### src/rtl/tcfg_pkg.sv
package tcfg_pkg;
    localparam int NUM_REGS = 6;
    localparam int PTR_W    = 8;
    localparam int ADC_W    = 3;
    localparam int CTRL_IDX = 4;
    localparam logic [3:0] DEV_HI = 4'b1100;

    typedef enum logic [3:0] {
        ST_IDLE, ST_ADDR, ST_ADDR_ACK, ST_PTR, ST_PTR_ACK,
        ST_WDATA, ST_WDATA_ACK, ST_RDATA, ST_RACK, ST_WAIT
    } st_e;

    function automatic logic [7:0] rst_byte(input int idx);
        case (idx)
            0:       return 8'h03;
            1:       return 8'hB6;
            2:       return 8'h3D;
            3:       return 8'h7F;
            4:       return 8'h02;
            default: return 8'h1F;
        endcase
    endfunction
endpackage

### src/rtl/tcfg_pin_sync.sv
module tcfg_pin_sync #(
    parameter int STAGES = 2
) (
    input  logic clk,
    input  logic rst_n,
    input  logic scl_i,
    input  logic sda_i,
    output logic scl_s,
    output logic sda_s,
    output logic scl_rise,
    output logic scl_fall,
    output logic start_det,
    output logic stop_det
);
    logic [STAGES-1:0] scl_pipe, sda_pipe;
    logic scl_q, sda_q;

    always_ff @(posedge clk or negedge rst_n) begin
        if (!rst_n) begin
            scl_pipe <= '1;
            sda_pipe <= '1;
            scl_q    <= 1'b1;
            sda_q    <= 1'b1;
        end else begin
            scl_pipe <= {scl_pipe[STAGES-2:0], scl_i};
            sda_pipe <= {sda_pipe[STAGES-2:0], sda_i};
            scl_q    <= scl_pipe[STAGES-1];
            sda_q    <= sda_pipe[STAGES-1];
        end
    end

    assign scl_s     = scl_pipe[STAGES-1];
    assign sda_s     = sda_pipe[STAGES-1];
    assign scl_rise  = scl_s & ~scl_q;
    assign scl_fall  = ~scl_s & scl_q;
    assign start_det = scl_s & scl_q & sda_q & ~sda_s;
    assign stop_det  = scl_s & scl_q & ~sda_q & sda_s;
endmodule

### src/rtl/tcfg_regs.sv
module tcfg_regs
    import tcfg_pkg::*;
(
    input  logic                     clk,
    input  logic                     rst_n,
    input  logic                     por,
    input  logic                     we,
    input  logic [PTR_W-1:0]         waddr,
    input  logic [7:0]               wdata,
    input  logic [ADC_W-1:0]         adc_code,
    input  logic                     rd_stop,
    output logic [NUM_REGS-1:0][7:0] regs,
    output logic [7:0]               status_byte,
    output logic                     pwr_flag,
    output logic [ADC_W-1:0]         adc_hold
);
    for (genvar g = 0; g < NUM_REGS; g++) begin : g_reg
        always_ff @(posedge clk or negedge rst_n) begin
            if (!rst_n)                                regs[g] <= rst_byte(g);
            else if (por)                              regs[g] <= rst_byte(g);
            else if (we && waddr == PTR_W'(g))         regs[g] <= wdata;
        end
    end

    logic latch_on, read_on;
    assign latch_on = regs[CTRL_IDX][7];
    assign read_on  = regs[CTRL_IDX][6];

    always_ff @(posedge clk or negedge rst_n) begin
        if (!rst_n) begin
            adc_hold <= '0;
            pwr_flag <= 1'b1;
        end else begin
            if (latch_on) adc_hold <= adc_code;
            if (por)          pwr_flag <= 1'b1;
            else if (rd_stop) pwr_flag <= 1'b0;
        end
    end

    assign status_byte = {pwr_flag, {(7-ADC_W){1'b0}}, read_on ? adc_hold : {ADC_W{1'b0}}};
endmodule

### src/rtl/tuner_cfg_i2c.sv
module tuner_cfg_i2c
    import tcfg_pkg::*;
(
    input  logic        clk,
    input  logic        rst_n,
    input  logic        scl_i,
    input  logic        sda_i,
    output logic        sda_oe,
    input  logic [2:0]  strap_sel,
    input  logic [2:0]  adc_code,
    input  logic        por_flag,
    output logic        div2_sel,
    output logic [14:0] n_div,
    output logic [2:0]  r_code,
    output logic [1:0]  cp_code,
    output logic [2:0]  osc_sel,
    output logic        fdac_spare,
    output logic [6:0]  fdac,
    output logic        adc_latch,
    output logic        adc_en,
    output logic        drive_lvl,
    output logic [4:0]  m_div,
    output logic [2:0]  diag,
    output logic [4:0]  bb_gain
);
    logic scl_s, sda_s, scl_rise, scl_fall, start_det, stop_det;

    tcfg_pin_sync #(.STAGES(2)) u_sync (
        .clk(clk), .rst_n(rst_n), .scl_i(scl_i), .sda_i(sda_i),
        .scl_s(scl_s), .sda_s(sda_s), .scl_rise(scl_rise), .scl_fall(scl_fall),
        .start_det(start_det), .stop_det(stop_det)
    );

    st_e state, nxt;
    logic [2:0]       bit_cnt;
    logic             full, rd_mode;
    logic [7:0]       sr, tx;
    logic [PTR_W-1:0] ptr;
    logic             we, rd_stop, addr_hit, pwr_flag;
    logic [NUM_REGS-1:0][7:0] regs;
    logic [7:0]       status_byte, filt_byte;
    logic [ADC_W-1:0] adc_hold;

    assign addr_hit  = (sr[7:1] == {DEV_HI, strap_sel});
    assign we        = (state == ST_WDATA) && scl_fall && full && (ptr < PTR_W'(NUM_REGS));
    assign rd_stop   = stop_det && rd_mode;
    assign filt_byte = {1'b0, regs[3][6:0]};

    tcfg_regs u_regs (
        .clk(clk), .rst_n(rst_n), .por(por_flag), .we(we), .waddr(ptr), .wdata(sr),
        .adc_code(adc_code), .rd_stop(rd_stop), .regs(regs),
        .status_byte(status_byte), .pwr_flag(pwr_flag), .adc_hold(adc_hold)
    );

    // next state
    always_comb begin
        nxt = state;
        unique case (state)
            ST_IDLE:      nxt = ST_IDLE;
            ST_ADDR:      if (scl_fall && full) nxt = addr_hit ? ST_ADDR_ACK : ST_WAIT;
            ST_ADDR_ACK:  if (scl_fall) nxt = rd_mode ? ST_RDATA : ST_PTR;
            ST_PTR:       if (scl_fall && full) nxt = ST_PTR_ACK;
            ST_PTR_ACK:   if (scl_fall) nxt = ST_WDATA;
            ST_WDATA:     if (scl_fall && full) nxt = ST_WDATA_ACK;
            ST_WDATA_ACK: if (scl_fall) nxt = ST_WDATA;
            ST_RDATA:     if (scl_fall && full) nxt = ST_RACK;
            ST_RACK: begin
                if (scl_rise && sda_s)      nxt = ST_WAIT;
                else if (scl_fall && full)  nxt = ST_RDATA;
            end
            ST_WAIT:      nxt = ST_WAIT;
            default:      nxt = ST_IDLE;
        endcase
        if (start_det)     nxt = ST_ADDR;
        else if (stop_det) nxt = ST_IDLE;
    end

    // state register
    always_ff @(posedge clk or negedge rst_n) begin
        if (!rst_n) state <= ST_IDLE;
        else        state <= nxt;
    end

    // datapath and outputs
    always_ff @(posedge clk or negedge rst_n) begin
        if (!rst_n) begin
            bit_cnt <= '0;
            full    <= 1'b0;
            sr      <= '0;
            tx      <= '0;
            sda_oe  <= 1'b0;
            ptr     <= '0;
            rd_mode <= 1'b0;
        end else if (start_det || stop_det) begin
            bit_cnt <= '0;
            full    <= 1'b0;
            sda_oe  <= 1'b0;
            rd_mode <= 1'b0;
        end else begin
            unique case (state)
                ST_ADDR, ST_PTR, ST_WDATA: begin
                    if (scl_rise) begin
                        sr      <= {sr[6:0], sda_s};
                        bit_cnt <= bit_cnt + 3'd1;
                        if (bit_cnt == 3'd7) full <= 1'b1;
                    end else if (scl_fall && full) begin
                        full    <= 1'b0;
                        bit_cnt <= '0;
                        if (state == ST_ADDR) begin
                            sda_oe <= addr_hit;
                            if (addr_hit) rd_mode <= sr[0];
                        end else begin
                            sda_oe <= 1'b1;
                            if (state == ST_PTR)  ptr <= sr;
                            else if (ptr != '1)   ptr <= ptr + 1'b1;
                        end
                    end
                end
                ST_ADDR_ACK: begin
                    if (scl_fall) begin
                        if (rd_mode) begin
                            tx     <= status_byte;
                            sda_oe <= ~status_byte[7];
                        end else begin
                            sda_oe <= 1'b0;
                        end
                    end
                end
                ST_PTR_ACK, ST_WDATA_ACK: begin
                    if (scl_fall) sda_oe <= 1'b0;
                end
                ST_RDATA: begin
                    if (scl_rise) begin
                        bit_cnt <= bit_cnt + 3'd1;
                        if (bit_cnt == 3'd7) full <= 1'b1;
                    end else if (scl_fall) begin
                        if (full) begin
                            full    <= 1'b0;
                            bit_cnt <= '0;
                            sda_oe  <= 1'b0;
                        end else begin
                            tx     <= {tx[6:0], 1'b0};
                            sda_oe <= ~tx[6];
                        end
                    end
                end
                ST_RACK: begin
                    if (scl_rise) begin
                        full <= ~sda_s;
                    end else if (scl_fall && full) begin
                        full   <= 1'b0;
                        tx     <= filt_byte;
                        sda_oe <= ~filt_byte[7];
                    end
                end
                default: sda_oe <= 1'b0;
            endcase
        end
    end

    assign div2_sel   = regs[0][7];
    assign n_div      = {regs[0][6:0], regs[1]};
    assign r_code     = regs[2][7:5];
    assign cp_code    = regs[2][4:3];
    assign osc_sel    = regs[2][2:0];
    assign fdac_spare = regs[3][7];
    assign fdac       = regs[3][6:0];
    assign adc_latch  = regs[4][7];
    assign adc_en     = regs[4][6];
    assign drive_lvl  = regs[4][5];
    assign m_div      = regs[4][4:0];
    assign diag       = regs[5][7:5];
    assign bb_gain    = regs[5][4:0];
endmodule

### config.mk
export PLATFORM = sky130hd
export DESIGN_NAME = tuner_cfg_i2c
export DESIGN_NICKNAME = d
export VERILOG_FILES = /design/src/rtl/tcfg_pkg.sv /design/src/rtl/tcfg_pin_sync.sv /design/src/rtl/tcfg_regs.sv /design/src/rtl/tuner_cfg_i2c.sv
export SDC_FILE = /design/constraint.sdc
export NUM_CORES = 1
export LEC_CHECK = 0
export CORE_ASPECT_RATIO = 0.5
export CORE_UTILIZATION = 55
export DETAILED_ROUTE_END_ITERATION = 8
export DONT_BUFFER_PORTS = 1
export PLACE_DENSITY = 0.66
export SYNTH_ARGS = -nofsm -noshare
export SYNTH_HDL_FRONTEND = slang
export SYNTH_SLANG_ARGS = --single-unit
export TNS_END_PERCENT = 50
### constraint.sdc
create_clock -name clk -period 2.5 [get_ports clk]
set_input_delay 0.25 -clock clk [delete_from_list [all_inputs] [get_ports clk]]
set_output_delay 0.25 -clock clk [all_outputs]
set_load 0.1 [all_outputs]
Yosys cells after proc, flatten, opt, wreduce, memory -nomap -nowiden --
Cells that the tools add are included. W data, S select, Z words.
Word-level totals: logic and storage cells 192, bits of input ports 11, output and inout bits 49, flip-flop bits (word level) 91
Operators by class: bitwise logic cells 16, add/sub/neg operators 2, muxes and demuxes 71, reduce and logical (&&, ||, !) cells 39, $lt $le $gt $ge 1, eq/ne operators 43
Operators by type and width (count):
- $mux W8 | 14
- $mux W7 | 7
- $mux W4 | 11
- $pmux W4 S8 | 1
- $ne A4 B4 Y1 const B | 7
- $mux W1 | 26
- $mux W3 | 8
- $reduce_bool A2 Y1 | 12
- $ne A3 B3 Y1 const B | 7
- $pmux W7 S3 | 1
- $eq A4 B3 Y1 const B | 4
- $eq A8 B2 Y1 const B | 2
- $eq A8 B3 Y1 const B | 2
- $ne A2 B2 Y1 const B | 7
- $logic_and A1 B1 Y1 | 12
- $not A1 Y1 | 9
- $reduce_and A9 Y1 | 1
- $add A8 B1 Y8 const B | 1
- $eq A4 B2 Y1 const B | 2
- $eq A4 B4 Y1 const B | 2
- $eq A8 B1 Y1 const B | 1
- $logic_not A8 Y1 | 1
- $lt A8 B3 Y1 const B | 1
- $ne A8 B8 Y1 const B | 1
- other kinds (25) | 32

Logic depth before layout (Yosys ltp) --
word-level depth 8, mapped depth 9, depth with buffers taken out 7

Cells and area by module --
Synthesis repeated with hierarchy kept, for this count alone.
Second synthesis, totals: cells, all modules 458, area total of the unflattened synthesis 4755.8 µm²
Modules (own cells, without submodules):
- tcfg_regs | sequential area each 1333.8 µm², cells an instance 200, instances 1, area each 2399.8 µm²
- tuner_cfg_i2c | sequential area each 825.8 µm², cells an instance 248, instances 1, area each 2165.8 µm²
- tcfg_pin_sync | sequential area each 157.7 µm², cells an instance 10, instances 1, area each 190.2 µm²

Worst setup path after synthesis --
OpenSTA, ideal clock, no wires.
path kind register to register, start reg u_sync.scl_q, end reg tx[0], arrival 1.928 ns, required time 2.375 ns, slack 0.447 ns, cell stages (with the launch flop) 9, path through dfstp_2 ha_1 clkbuf_1 nand2_1 nand2_1 o41ai_1 a2111o_1 buf_6 mux2_4
Between the ends: longest elaborated chain between the ends 6
Ends and longest elaborated chain:
- start, declared | RTL line tcfg_pin_sync.sv:16 | logic scl_q, sda_q;
- start signal, assigned | RTL line tcfg_pin_sync.sv:27 | scl_q <= scl_pipe[STAGES-1];
- $and A1 B1 Y1 | RTL line tcfg_pin_sync.sv:36, tcfg_pin_sync.sv:37
- $and A1 B1 Y1, on equally long branches (2 in a row) | RTL line tcfg_pin_sync.sv:36, tcfg_pin_sync.sv:37
- $logic_or A1 B1 Y1 | RTL line tuner_cfg_i2c.sv:94 | end else if (start_det || stop_det) begin
- $not A1 Y1 (no line)
- $reduce_and A9 Y1 (no line) *
- end signal, assigned | RTL line tuner_cfg_i2c.sv:122 | tx <= status_byte;
- end signal, assigned | RTL line tuner_cfg_i2c.sv:142 | tx <= {tx[6:0], 1'b0};
- end signal, assigned | RTL line tuner_cfg_i2c.sv:152 | tx <= filt_byte;
- end, declared | RTL line tuner_cfg_i2c.sv:37 | logic [7:0] sr, tx;
Mark *: on every way between the ends. The rest lies on a longest branch, timed or not. A chain may end at the register's enable or synchronous reset.

Final worst setup path --
start reg u_sync.scl_q, end reg tx[5]
Same word-level chain as after synthesis.

==> PnR_summary.wiki <==
{| class="wikitable"
! Metric !! Value
|-
| Run status || complete, no violations
|-
| Number of instances on the worst hold path || 1
|-
| H-tree depth reported by CTS || 3
|-
| Global-route wire length before repair || 18500 µm
|-
| Layout Nets || 494
|-
| Minimum period implied by the final worst setup slack || 2.28 ns
|-
| Cell Rows || 23
|-
| Total negative slack || 0 ns
|-
| Number of buffers between clock root and the deepest sink || 2
|-
| Post-synthesis instance total || 463
|-
| Post-synthesis cell type count || 66
|-
| Detailed Place HPWL || 7970 µm
|-
| Clock-pin slew on the worst setup and hold paths || 0.07 ns
|-
| MaxCap Viol Count || 0
|-
| Residual antenna-violating net count after detailed routing || 0
|-
| CTS tree || built
|-
| Final setup vio count || 0
|-
| Syn. warnings || 0
|-
| Vias per std cell || 6.09
|-
| Total number of vias || 3602
|-
| Proportion of netlist area held by the largest area contributor || 0.316
|-
| Prevailing post-synth register cell || sky130_fd_sc_hd__dfrtp_1
|-
| Worst-margin pin slew || 0.944 ns
|-
| Critical path arrival || 2.51 ns
|-
| Total power density per cell area || 733 mW/mm²
|-
| Post-Route Skew || 0.00778 ns
|-
| Worst ir drop on vdd || 0.351 mV
|-
| Clock latency of the later-clocked register in the worst-skew pair || 0.34 ns
|-
| Area Overhead vs Synth || 12.4%
|-
| Die Outline Area || 0.00889 mm²
|-
| Number of antenna violations at the first check in global routing || 0
|-
| Count of flip-flops with a built-in enable after synthesis || 0
|-
| Endpoint required time on the critical path || 2.73 ns
|-
| Sink count of the clock tree || 91
|-
| Yosys reg bits || 91
|-
| Total standard cell area after synthesis || 0.00467 mm²
|-
| Total congestion overflow || 0
|-
| Avg Inst Size Synth || 10.1 µm²
|-
| Initial standard-cell utilization of the core || 0.576
|-
| Met2 WL post-DR || 5170 µm
|-
| Routed met3 length || 799 µm
|-
| Final number of max-transition violations || 0
|-
| Setup Buffers After CTS || 0
|-
| Leak Pwr || 2.41 nW
|-
| Die W || 132 µm
|-
| Part of the Yosys area used for sequential elements || 0.496
|-
| Maximum net fanout on the critical path || 10
|-
| All-Layer GR Usage || 0.275
|-
| Setup crit end kind || flip-flop
|-
| Category of the worst setup path launch point || flip-flop
|-
| Storage cell area || 0.00232 mm²
|-
| Ant diodes || 0
|-
| DRC Markers || 0
|-
| Instance area at placement || 0.00485 mm²
|-
| Number of buffers inserted during clock tree synthesis || 9
|-
| Largest cells by area after synthesis || sky130_fd_sc_hd__dfrtp_1, sky130_fd_sc_hd__dfstp_2, sky130_fd_sc_hd__mux2i_1
|-
| Boundary pin count || 60
|-
| Leading area contributor after synthesis || sky130_fd_sc_hd__dfrtp_1
|-
| Type of the most critical hold path || primary input to flip-flop
|-
| Number of I/O port buffers || 0
|-
| Share of the cycle needed by the critical path after routing || 0.913
|-
| Buffer type at the clock tree root || sky130_fd_sc_hd__clkbuf_16
|-
| Worst rel slew slack || 0.371
|-
| Area occupied by multi-input gates || 0.00217 mm²
|-
| Share of synthesized flip-flops with an asynchronous set or reset || 1.00
|-
| RD Place Congestion || 0.874
|-
| Post-Synthesis Net Count || 483
|-
| Top layer used by detailed routing || met4
|-
| Peak Freq || 438 MHz
|-
| Count of routing violations after the opening detailed-route iteration || 220
|-
| Final number of hold-violating endpoints || 0
|-
| Fraction of final layout cells sized beyond drive strength 1 || 0.188
|-
| Maximum number of pins on one net before global-route repair || 92
|-
| Total routed wirelength || 11700 µm
|-
| First-pass detailed-route iteration total || 5
|-
| Critical path type || flip-flop to flip-flop
|-
| Routed wirelength normalized by instance count || 19.8 µm
|-
| Routed metal-1 wire length || 5640 µm
|-
| Number of global-route vias before repair || 3433
|-
| Die Y-Extent || 67.2 µm
|-
| Filler cells || 659
|-
| Worst R2R Path Depth || 6
|-
| Unrepaired setup endpoints after global routing || no
|-
| Placeable Area || 0.00812 mm²
|-
| Area of all placed cells without fillers || 0.00525 mm²
|}
[where the power goes]
group	internal, mW	leakage [nW]	switching, mW
sequential	1.58	1.14	0.227
combinational	0.219	1.11	0.332
clock	0.892	0.160	0.601
[per-layer routing]
layer / vias to the layer above / track usage
met5: - / 0
met1: 1818 / 0.388
met2: 102 / 0.416
li1: 1672 / -
met4: 0 / 0.0790
met3: 10 / 0.0796
[layout by cell type, fill, tap and decap left out, types with 5 or more instances in the layout]
cell type	instances
sky130_fd_sc_hd__o21ai_1	7
sky130_fd_sc_hd__nand2_1	54
sky130_fd_sc_hd__inv_1	13
sky130_fd_sc_hd__mux2i_1	31
sky130_fd_sc_hd__dfrtp_1	58
sky130_fd_sc_hd__mux2_4	5
sky130_fd_sc_hd__nor3_1	5
sky130_fd_sc_hd__nor2_1	46
sky130_fd_sc_hd__a22o_1	5
sky130_fd_sc_hd__o22ai_1	6
sky130_fd_sc_hd__nand3_1	26
sky130_fd_sc_hd__nand4_1	7
sky130_fd_sc_hd__dfstp_2	32
sky130_fd_sc_hd__mux2_1	8
sky130_fd_sc_hd__a21oi_1	35
sky130_fd_sc_hd__clkbuf_16	9
sky130_fd_sc_hd__ha_1	9
sky130_fd_sc_hd__o21ai_0	10
sky130_fd_sc_hd__buf_4	25
[cell usage after synthesis (2+ instances only)]
master                      number
sky130_fd_sc_hd__buf_2           7
sky130_fd_sc_hd__or3_1           2
sky130_fd_sc_hd__nor3b_1         2
sky130_fd_sc_hd__o211ai_1        3
sky130_fd_sc_hd__mux2i_1        31
sky130_fd_sc_hd__dfrtp_1        59
sky130_fd_sc_hd__buf_6           3
sky130_fd_sc_hd__o21ai_0        10
sky130_fd_sc_hd__and3_1          2
sky130_fd_sc_hd__a211oi_1        3
sky130_fd_sc_hd__dfstp_2        32
sky130_fd_sc_hd__nor2_2          2
sky130_fd_sc_hd__and3b_1         2
sky130_fd_sc_hd__and2_1          2
sky130_fd_sc_hd__xnor2_1         4
sky130_fd_sc_hd__a222oi_1        2
sky130_fd_sc_hd__o21ai_1         7
sky130_fd_sc_hd__o22ai_1         6
sky130_fd_sc_hd__a21oi_1        35
sky130_fd_sc_hd__nor3_1          5
sky130_fd_sc_hd__xor2_1          2
sky130_fd_sc_hd__a21o_1          2
sky130_fd_sc_hd__a31oi_1         4
sky130_fd_sc_hd__ha_1            9
sky130_fd_sc_hd__nand4_1         7
sky130_fd_sc_hd__nand3b_1        2
sky130_fd_sc_hd__mux2_1          8
sky130_fd_sc_hd__nor4_1          3
sky130_fd_sc_hd__nor2_1         46
sky130_fd_sc_hd__clkbuf_1       19
sky130_fd_sc_hd__nand2_1        54
sky130_fd_sc_hd__nand3_1        26
sky130_fd_sc_hd__a22o_1          5
sky130_fd_sc_hd__nor4bb_1        3
sky130_fd_sc_hd__mux2_2          3
sky130_fd_sc_hd__nand4bb_1       2
sky130_fd_sc_hd__o2bb2ai_1       2
sky130_fd_sc_hd__nand2b_1        3
sky130_fd_sc_hd__mux2_4          5
sky130_fd_sc_hd__inv_1          13
[kinds of logic (layout without fill, tap and decap cells)]
| family | count (synthesis) | after routing | synth area share |
|---|---|---|---|
| mux | 47 | 47 | 0.109 |
| compound gates | 95 | 95 | 0.130 |
| flops | 91 | 91 | 0.496 |
| buf+inv | 43 | 59 | 0.0420 |
| simple gates | 172 | 172 | 0.188 |
| fa+ha+maj | 9 | 9 | 0.0241 |
| xor+xnor | 6 | 6 | 0.0112 |
[layout make-up]
| type | instances | share of cell area |
|---|---|---|
| Clock buffer | 10 | 0.0436 |
| Inverter | 13 | 0.00929 |
| Timing Repair Buffer | 30 | 0.0486 |
| Multi-Input combinational cell | 329 | 0.412 |
| Clock inverter | 6 | 0.0181 |
| Tap cell | 112 | 0.0267 |
| Sequential cell | 91 | 0.441 |
[final timing paths]
path | start | slack [ns] | end
worst max-delay path | u_sync.scl_q | 0.22 | tx[5]
worst min-delay path | por_flag | 0.02 | u_regs.regs[15]
worst max register to register | u_sync.scl_q | 0.22 | tx[5]
worst min register to register | u_sync.sda_pipe[0] | 0.36 | u_sync.sda_pipe[1]
max in group asynchronous | rst_n | 1.59 | u_sync.scl_pipe[0]
min in group asynchronous | rst_n | 0.48 | rd_mode
[per-stage QoR]
stage / hold slack, ns / utilization / std cells / power (mW) / worst slack [ns]
after floorplan: -0.0456 / - / 463 / 2.16 / 0.447
after global placement: -0.0436 / 0.598 / 570 / 2.31 / 0.279
after detailed placement: -0.0430 / 0.598 / 570 / 2.33 / 0.178
after CTS: 0.00163 / 0.646 / 591 / 3.87 / 0.139
after global routing: 0.00836 / 0.647 / 591 / 4.00 / 0.0426
final: 0.0175 / 0.647 / 591 / 3.85 / 0.218
[sequential cells by signal (all words and copies together), names as in the netlist]
signal           count
u_sync.sda_pipe      2
u_sync.scl_pipe      2
u_regs.adc_hold      3
u_regs.pwr_flag      1
full                 1
rd_mode              1
ptr                  8
sr                   8
bit_cnt              3
u_sync.sda_q         1
sda_oe               1
state                4
u_regs.regs         48
u_sync.scl_q         1
tx                   7
[critical path, cell delays in order (launching register included)]
cell                       delay, ns
sky130_fd_sc_hd__dfstp_2        0.54
sky130_fd_sc_hd__ha_1           0.39
sky130_fd_sc_hd__nand2_1        0.09
sky130_fd_sc_hd__nand2_1        0.12
sky130_fd_sc_hd__o41ai_1        0.09
sky130_fd_sc_hd__a2111o_1       0.58
sky130_fd_sc_hd__mux2_4         0.36
[timing repair]
action	in CTS	in global routing
setup endpoints to repair	0	10
hold endpoints to repair	116	0
hold buffers	5	0
resized for setup	0	2
Power figures use the tool's default switching activity.
